==> src/rtl/dbg_rx_mailbox.sv <==
module dbg_rx_mailbox #(
  parameter int DATA_W = 32
) (
  input  logic              clk,
  input  logic              rst,
  input  logic              dbg_wr,
  input  logic              dbg_valid,
  input  logic              dbg_dl,
  input  logic [DATA_W-1:0] dbg_wdata,
  input  logic              dbg_dl_clr,
  input  logic              hnd_rd,
  output logic [DATA_W-1:0] hnd_rdata,
  input  logic              hnd_ctl_wr,
  input  logic [DATA_W-1:0] hnd_ctl_wdata,
  output logic [DATA_W-1:0] hnd_status
);
  localparam int RR_BIT = DATA_W - 1;
  localparam int OV_BIT = DATA_W - 2;
  localparam int DL_BIT = DATA_W - 3;

  logic [DATA_W-1:0] word_q;
  logic rdy_q, ovf_q, dl_q;

  wire load    = dbg_wr & dbg_valid;
  wire ovf_clr = hnd_ctl_wr & ~hnd_ctl_wdata[OV_BIT];
  wire ovf_set = load & rdy_q & ~hnd_rd;

  always_ff @(posedge clk) begin
    if (rst) begin
      word_q <= '0;
      rdy_q  <= 1'b0;
      ovf_q  <= 1'b0;
      dl_q   <= 1'b0;
    end else begin
      if (load) word_q <= dbg_wdata;
      if (load) rdy_q <= 1'b1;
      else if (hnd_rd) rdy_q <= 1'b0;
      if (ovf_set) ovf_q <= 1'b1;
      else if (ovf_clr) ovf_q <= 1'b0;
      if (load & dbg_dl) dl_q <= 1'b1;
      else if (dbg_dl_clr) dl_q <= 1'b0;
    end
  end

  assign hnd_rdata = word_q;

  always_comb begin
    hnd_status = '0;
    hnd_status[RR_BIT] = rdy_q;
    hnd_status[OV_BIT] = ovf_q;
    hnd_status[DL_BIT] = dl_q;
  end

  a_r1_reset_clears: assert property (@(posedge clk)
    rst |=> (hnd_status == '0 && hnd_rdata == '0));
  a_r2_load: assert property (@(posedge clk) disable iff (rst)
    (dbg_wr && dbg_valid) |=> (hnd_status[RR_BIT] && hnd_rdata == $past(dbg_wdata)));
  a_r2_invalid_ignored: assert property (@(posedge clk) disable iff (rst)
    (!(dbg_wr && dbg_valid)) |=> $stable(hnd_rdata));
  a_r4_overflow: assert property (@(posedge clk) disable iff (rst)
    (dbg_wr && dbg_valid && hnd_status[RR_BIT] && !hnd_rd) |=> hnd_status[OV_BIT]);
  a_r5_sticky: assert property (@(posedge clk) disable iff (rst)
    (hnd_status[OV_BIT] && !(hnd_ctl_wr && !hnd_ctl_wdata[OV_BIT])) |=> hnd_status[OV_BIT]);
  a_r6_read_clears: assert property (@(posedge clk) disable iff (rst)
    (hnd_rd && !(dbg_wr && dbg_valid)) |=> !hnd_status[RR_BIT]);
  a_r7_no_overflow: assert property (@(posedge clk) disable iff (rst)
    (hnd_rd && !hnd_status[OV_BIT] && !(hnd_ctl_wr && hnd_ctl_wdata[OV_BIT] == 1'b0)) |=> !hnd_status[OV_BIT]);
  a_r8_dl_clear: assert property (@(posedge clk) disable iff (rst)
    (dbg_dl_clr && !(dbg_wr && dbg_valid && dbg_dl)) |=> !hnd_status[DL_BIT]);
endmodule

==> config.mk <==
export PLATFORM = sky130hd
export DESIGN_NAME = dbg_rx_mailbox
export DESIGN_NICKNAME = d
export VERILOG_FILES = /design/src/rtl/dbg_rx_mailbox.sv
export SDC_FILE = /design/constraint.sdc
export NUM_CORES = 1
export LEC_CHECK = 0
export ABC_AREA = 1
export CELL_PAD_IN_SITES_DETAIL_PLACEMENT = 1
export CELL_PAD_IN_SITES_GLOBAL_PLACEMENT = 1
export CORE_MARGIN = 4
export CORE_UTILIZATION = 21
export DETAILED_ROUTE_END_ITERATION = 6
export HOLD_SLACK_MARGIN = 0.03
export PLACE_DENSITY = 0.89
export SLEW_MARGIN = 0
export SYNTH_ARGS = -nofsm -noshare
export SYNTH_HDL_FRONTEND = slang
export SYNTH_SLANG_ARGS = --single-unit
==> constraint.sdc <==
create_clock -name clk -period 1.82 [get_ports clk]
set_input_delay 0.273 -clock clk [delete_from_list [all_inputs] [get_ports clk]]
set_output_delay 0.273 -clock clk [all_outputs]
set_load 0.01 [all_outputs]
# After elaboration in Yosys (flattened, before gate mapping)
# Cells that the tools add are included.
word_totals:
  regBits: 35
  inputBits: 72
op_classes:
  mux: 6
  bitwise: 7
  reduce_logical: 3
op_table:
  columns: ["operator", "n"]
  rows:
  - ["1-bit two-way mux", 6]
  - ["2-bit nonzero test", 3]
  - ["1-bit AND", 5]
  - ["1-bit NOT", 2]

# Depth between registers and ports, before layout
# Gate-level depths: netlist of run 1.
depth:
  word_depth: 4
  mapped_depth: 5

# Least setup slack after synthesis of run 1
# No wires, ideal clock.
synth_timing:
  path_kind: "in2reg"
  startpoint: "in dbg_wr"
  endpoint: "reg word_q[10], in the netlist hnd_rdata[10]"
  t_arrival_ns: 0.684
  required_ns: 1.704
  path_slack_ns: 1.021
  stages: 4
  path_buffers: 1
  cell_sequence: "nand2_2 > buf_2 > o21ai_0 > nor2_1"
synth_via:
  elab_chain_cells: 1
synth_lines:
  columns: ["item", "line_no", "rtl"]
  rows:
  - ["start: declaration", "6", "input logic dbg_wr,"]
  - ["1-bit AND", "24", "wire load = dbg_wr & dbg_valid;"]
  - ["end signal: assignment", "35", "if (load) word_q <= dbg_wdata;"]
  - ["end: declaration", "21", "logic [DATA_W-1:0] word_q;"]
# Every way passes these cells.
# A chain may end at the register's enable or synchronous reset.

==> summary.txt, run 1 <==
Yosys
  – Post-synthesis compound-gate area fraction: 11.5%
  – Synthesized area per cell: 7.81 um2
  – Adder-Cell Fraction of Synth Area: 0%
  – Post-synthesis simple-gate area fraction: 18.7%
  – Synth Instances: 189
  – Synth warn: 0
  – FF+latch count, synth: 35
  – Sequential fraction of the synthesis area: 47.5%
  – Post-Synth XOR/XNOR Area: 0%
  – Largest family of logic cells by synthesized area: buffers and inverters
  – Distinct cells, synth: 13
  – Cell Area, Synth: 1480 um2
  – Mux contribution to synthesized area: 0%

Clocking
  – Clk root buf: clkbuf_8
  – CTS H-tree depth: 2
  – Worst-Skew Late Latency: 0.28 ns
  – Cts bufs inserted: 5
  – Number of gates resized after CTS: 0
  – CTS clk-pin slew, worst paths: 0.08 ns
  – Postcts setup bufs: 0
  – CTS Buffer Depth: 2
  – Clock sinks: 35
  – Hold_buf cts: 0
  – CTS tree: yes

Pwr
  – Power Total: 2.03 mW
  – Cell area power density: 882 nW/um2
  – VDD IR-drop max: 0.327 mV
  – P_leak: 0.916 nW

Die
  – # rows: 30
  – DIE WIDTH: 91.9 um
  – Ports: 136
  – Total core area: 6790 um2
  – Die Y: 91.9 um
  – Starting density of the core: 21.7%
  – Die ar.: 8440 um2

Timing
  – FMAX: 682 MHz
  – Total Neg Setup Slack: 0 ns
  – Final Hold Viols: 0
  – Worst slew pin tran: 0.502 ns
  – Tcrit/Tclk final: 80.6%
  – Final setup vio count: 0
  – Worst Skew: 0.0000464 ns
  – RSZ-0062 raised after global routing: no
  – Final min period: 1.47 ns
  – Max_slew headroom: 66.5%
  – Slew Limit Fails: 0
  – Post-route setup slack: 0.354 ns

GRT
  – GRT overflow: 0
  – GRT Total Usage: 10.2%
  – Number of global-route vias before repair: 1375
  – Largest net degree at the start of global routing: 36
  – First-pass GRT wire length: 6780 um
  – Initial antenna violation count: 0

Setup path
  – CP max stage cell: clkdlybuf4s50_1
  – Reg2reg setup slack: 1.06 ns
  – Reg2Reg Launch Point: rdy_q
  – R2r endpoint: ovf_q
  – Arr. time, crit path: 1.64 ns
  – Worst-path maximum fanout: 32
  – Number of cells on the worst reg-to-reg path: 4
  – CP Capture Type: flop
  – Req. time, crit path: 2.00 ns
  – Startpoint types: input port
  – CP Cell Sequence: clkdlybuf4s50_1, clkinvlp_4, o21ai_0, nor2_1
  – Max stage delay on crit path: 0.57 ns
  – Setup Crit Path Kind: in -> reg

Min path
  – Min-Delay Path Class: reg -> reg
  – Hold Startpoint: ovf_q
  – Min-Delay Endpoint: ovf_q
  – Hold path depth: 2

Layout
  – Fillers: 826
  – Diode count: 0
  – Share of cells above drive strength 1: 4.98%
  – Area of the multi-input gates: 556 um2
  – Final instance area: 2300 um2
  – Area delta synth->final: 56.0%
  – Final net count: 332
  – Sequential Area: 701 um2

Place
  – HPWL after DPL: 3240 um
  – Port bufs: 75
  – Dpl cell area: 2160 um2
  – Placement Setup Slack: -0.0981 ns
  – Routability cong.: 0.643

Routing
  – Routed len/inst: 12.2 um
  – Final wirelength: 4370 um
  – Drt first-iter violations: 23
  – Vias/cell: 3.78
  – Routed Antenna Nets: 0
  – Residual DRC: 0
  – Vias: 1351
  – DRT Pass-1 Iters: 3

Run
  – Max cap viols: 0

Outcome
  – Outcome: finished clean
## cell usage after synthesis
master	instances	area [um2]
a21oi_1	2	10.0
buf_2	5	25.0
buf_4	32	240
buf_6	3	33.8
clkbuf_2	1	5.00
conb_1	1	3.75
dfxtp_1	35	701
inv_1	4	15.0
inv_4	1	6.26
nand2_1	5	18.8
nand2_2	1	6.26
nor2_1	67	251
o21ai_0	32	160
## how the worst max path moves through the flow
stage / from / end / slack [ns] / cells after the start
6_report: rst / hnd_rdata[4] / 0.35 / 4
5_1_grt: rst / hnd_rdata[4] / 0.15 / 4
4_1_cts: rst / hnd_rdata[4] / 0.21 / 4
3_5_place_dp: rst / hnd_rdata[4] / -0.1 / 4
3_3_place_gp: rst / hnd_rdata[27] / -0.01 / 4
2_1_floorplan: dbg_wr / hnd_rdata[10] / 1.02 / 4
## flip-flops by register name (all words and copies together) (netlist names)
name,count
hnd_rdata,32
dl_q,1
ovf_q,1
rdy_q,1
## per-stage QoR
stage | cells | hold slack (ns) | util, %
2_1_floorplan | 217 | 0.342 | -
3_3_place_gp | 349 | 0.453 | 31.8
3_5_place_dp | 349 | 0.472 | 31.8
4_1_cts | 357 | 0.487 | 33.8
5_1_grt | 357 | 0.504 | 33.9
6_report | 357 | 0.473 | 33.9
## worst max-delay path, delay by kind of cell
kind            cells  cell delay (ns)
buf+inv             2             1.04
compound gates      1             0.26
simple gates        1             0.06
## layer usage
metal	global-route usage, %	vias to the layer above	wire (um)
met3	3.86	4	378
met2	17.8	68	2130
met1	11.5	611	1820
met5	0	-	0
li1	-	668	-
met4	2.97	0	37
## cells by family (layout without fill, tap and decap cells)
group	Yosys count	after routing
compound gates	34	34
other cells	1	29
buf+inv	46	90
simple gates	73	73
flops	35	35
## power breakdown
part / total [mW] / internal (mW) / switching, mW / leakage [nW]
sequential: 0.838 / 0.815 / 0.0231 / 0.289
combinational: 0.348 / 0.190 / 0.158 / 0.563
clock: 0.845 / 0.547 / 0.298 / 0.0644
## final cells by class
cell class,count,area share (%)
inverters,5,1.09
repair buffers,77,33.2
clock inverters,3,2.93
well taps,96,5.21
multi-input cells,136,24.1
clock buffers,5,2.99
flip-flops and latches,35,30.4
## cells in the final DEF, fill, tap and decap left out
cell and n:
conb_1 29, buf_4 2, o21ai_0 32, clkinvlp_4 2, nor2_1 67, nand2_1 5
inv_1 3, a21oi_1 2, inv_4 1, clkdlybuf4s50_1 75, nand2_2 1, bufinv_16 2
clkbuf_8 5, dfxtp_1 35
Power figures use the tool's default switching activity.
==> inputs of run 2 (changes only) <==
Settings changed: CORE_UTILIZATION 21 to 19, PLACE_DENSITY 0.89 to 0.82.
Clock period 1.82 ns to 1.48 ns, I/O delays scaled along.
==> summary.txt, run 2 (same netlist as run 1, synthesis figures left out) <==
Outcome
  – Outcome: finished clean (unchanged)

Clocking
  – CTS clk-pin slew, worst paths: 0.07 ns (was 0.08 ns)
  – Clk root buf: clkbuf_8 (unchanged)
  – Clock sinks: 35 (unchanged)
  – Hold_buf cts: 0 (unchanged)
  – Cts bufs inserted: 5 (unchanged)
  – Number of gates resized after CTS: 0 (unchanged)
  – CTS Buffer Depth: 2 (unchanged)
  – Worst-Skew Late Latency: 0.27 ns (was 0.28 ns)
  – CTS H-tree depth: 2 (unchanged)
  – CTS tree: yes (unchanged)
  – Postcts setup bufs: 0 (unchanged)

Timing
  – Slew Limit Fails: 0 (unchanged)
  – FMAX: 716 MHz
  – Worst Skew: 0.00000661 ns (was 0.0000464 ns)
  – Final Hold Viols: 0 (unchanged)
  – Total Neg Setup Slack: 0 ns (unchanged)
  – Final setup vio count: 0 (unchanged)
  – Tcrit/Tclk final: 94.3%
  – Hold slack: 0.475 ns (was 0.473 ns)
  – Final min period: 1.40 ns
  – Post-route setup slack: 0.0838 ns (was 0.354 ns)
  – RSZ-0062 raised after global routing: no (unchanged)

Routing
  – Drt first-iter violations: 7 (was 23)
  – Final wirelength: 4100 um (was 4370 um)
  – Vias: 1358 (was 1351)
  – DRT Pass-1 Iters: 4 (was 3)
  – Routed len/inst: 11.3 um (was 12.2 um)
  – Vias/cell: 3.73 (was 3.78)
  – Routed Antenna Nets: 0 (unchanged)
  – Residual DRC: 0 (unchanged)

Place
  – HPWL after DPL: 3240 um (about the same)
  – Port bufs: 75 (unchanged)
  – Placed Cells: 356 (was 349)
  – Placement Setup Slack: 0.0360 ns (was -0.0981 ns)
  – Routability cong.: 0.604 (was 0.643)
  – Dpl cell area: 2210 um2 (was 2160 um2)

Setup path
  – Req. time, crit path: 1.26 ns (was 2.00 ns)
  – Buf+Inv Stages, Crit Path: 1 (was 2)
  – Worst-path maximum fanout: 2 (was 32)
  – Reg2Reg Launch Point: rdy_q (unchanged)
  – Arr. time, crit path: 1.17 ns (was 1.64 ns)
  – Top Family by Delay on Critical Path: buffers and inverters (unchanged)
  – CP Capture Type: output port (was flop)
  – Setup Crit Path Kind: reg -> out (was in -> reg)
  – Reg2reg setup slack: 0.76 ns (was 1.06 ns)
  – R2r endpoint: ovf_q (unchanged)
  – CP max stage cell: clkdlybuf4s50_1 (unchanged)
  – CP Cell Sequence: clkdlybuf4s50_1 (was clkdlybuf4s50_1, clkinvlp_4, o21ai_0, nor2_1)
  – Max stage delay on crit path: 0.57 ns (about the same)
  – Number of cells on the worst reg-to-reg path: 4 (unchanged)
  – Startpoint types: flop (was input port)

Layout
  – Most frequent cells in the layout: 75 x clkdlybuf4s50_1, 67 x nor2_1, 35 x dfxtp_1, 32 x o21ai_0, 29 x conb_1 (unchanged)
  – Share of cells above drive strength 1: 6.04% (was 4.98%)
  – Number of flip-flops in the largest register: 32 (unchanged)
  – Area delta synth->final: 58.9% (was 56.0%)
  – Final instance area: 2350 um2 (was 2300 um2)
  – Most common cell after layout, fill and taps aside: clkdlybuf4s50_1 (unchanged)
  – Final design utilization: 31.7% (was 33.9%)
  – Non-filler cells, final: 364 (was 357)
  – Fillers: 888 (was 826)
  – Diode count: 0 (unchanged)
  – Final net count: 336 (was 332)

GRT
  – Number of global-route vias before repair: 1291 (was 1375)
  – Global Route met1 Usage: 10.2% (was 11.5%)
  – Initial antenna violation count: 0 (unchanged)
  – Largest net degree at the start of global routing: 23 (was 36)
  – GRT overflow: 0 (unchanged)
  – First-pass GRT wire length: 6420 um (was 6780 um)
  – Routing usage on met2: 15.5% (was 17.8%)
  – GR peak layer: met2 (unchanged)
  – GRT Total Usage: 9.05% (was 10.2%)
  – Met3 usage: 3.52% (was 3.86%)

Die
  – Total core area: 7410 um2 (was 6790 um2)
  – # rows: 31 (was 30)
  – Starting density of the core: 19.9% (was 21.7%)
  – Die Y: 96.2 um (was 91.9 um)
  – Die ar.: 9240 um2 (was 8440 um2)
  – Ports: 136 (unchanged)
  – DIE WIDTH: 96.2 um (was 91.9 um)

Pwr
  – Power Total: 2.48 mW (was 2.03 mW)
  – Part of the power in registers: 41.5% (was 41.3%)
  – Cell area power density: 1060 nW/um2 (was 882 nW/um2)
  – Combinational cell fraction of total power: 17.6% (was 17.1%)
  – Switch share: 22.8% (was 23.6%)
  – VDD IR-drop max: 0.543 mV (was 0.327 mV)
  – Clk network pwr share: 41.0% (was 41.6%)
  – P_leak: 0.945 nW (was 0.916 nW)
  – NetSw: 0.567 mW (was 0.479 mW)
  – Power Internal: 1.92 mW (was 1.55 mW)

Min path
  – Min-Delay Path Class: reg -> reg (unchanged)
  – Hold Startpoint: ovf_q (unchanged)
  – Min-Delay Endpoint: ovf_q (unchanged)
  – Hold path depth: 2 (unchanged)

Run
  – Max cap viols: 0 (unchanged)
## run 2: changes by cell type in the layout (fill, tap and decap cells not counted)
cell | before | now
buf_4 | 2 | 5
buf_12 | 0 | 1
clkinvlp_4 | 2 | 1
inv_1 | 3 | 4
## run 2: tightest hold or removal path, delay by kind of cell, from the launching register on
kind / cells / cell delay, ns
DFF: 1 / 0.31
and+or+nand+nor: 1 / 0.06
AOI/OAI and AO/OA: 1 / 0.06
## run 2: worst max-delay path by stage
stage | cells past startpoint | from | to
2_1_floorplan | 4 | dbg_wr | hnd_rdata[10]
3_3_place_gp | 5 | dbg_wr | hnd_rdata[18]
3_5_place_dp | 5 | dbg_wr | hnd_rdata[19]
4_1_cts | 1 | hnd_rdata[13] | hnd_rdata[13]
5_1_grt | 1 | hnd_rdata[13] | hnd_rdata[13]
6_report | 1 | hnd_rdata[13] | hnd_rdata[13]
## run 2: routing by layer
layer / up-vias / wire length, um
met3: 6 / 477
met2: 75 / 1910
met5: - / 0
met4: 0 / 56
met1: 601 / 1660
li1: 676 / -
## run 2: area by class of cell
class,instances,area (um2),area share (%)
Inverter,5,21.3,0.907
Timing Repair Buffer,81,808,34.5
Sequential cell,35,701,29.9
Tap cell,99,124,5.28
Clock buffer,5,68.8,2.93
Multi-Input combinational cell,136,556,23.7
Clock inverter,3,67.6,2.88
## run 2: power by group through the flow
stage | Combinational [mW] | Clock (mW) | Sequential [mW]
final | 0.436 | 1.02 | 1.03
after global routing | 0.486 | 1.12 | 1.04
after CTS | 0.443 | 1.07 | 1.03
after detailed placement | 0.442 | 0 | 1.05
after global placement | 0.436 | 0 | 1.05
after floorplan | 0.213 | 0 | 1.08
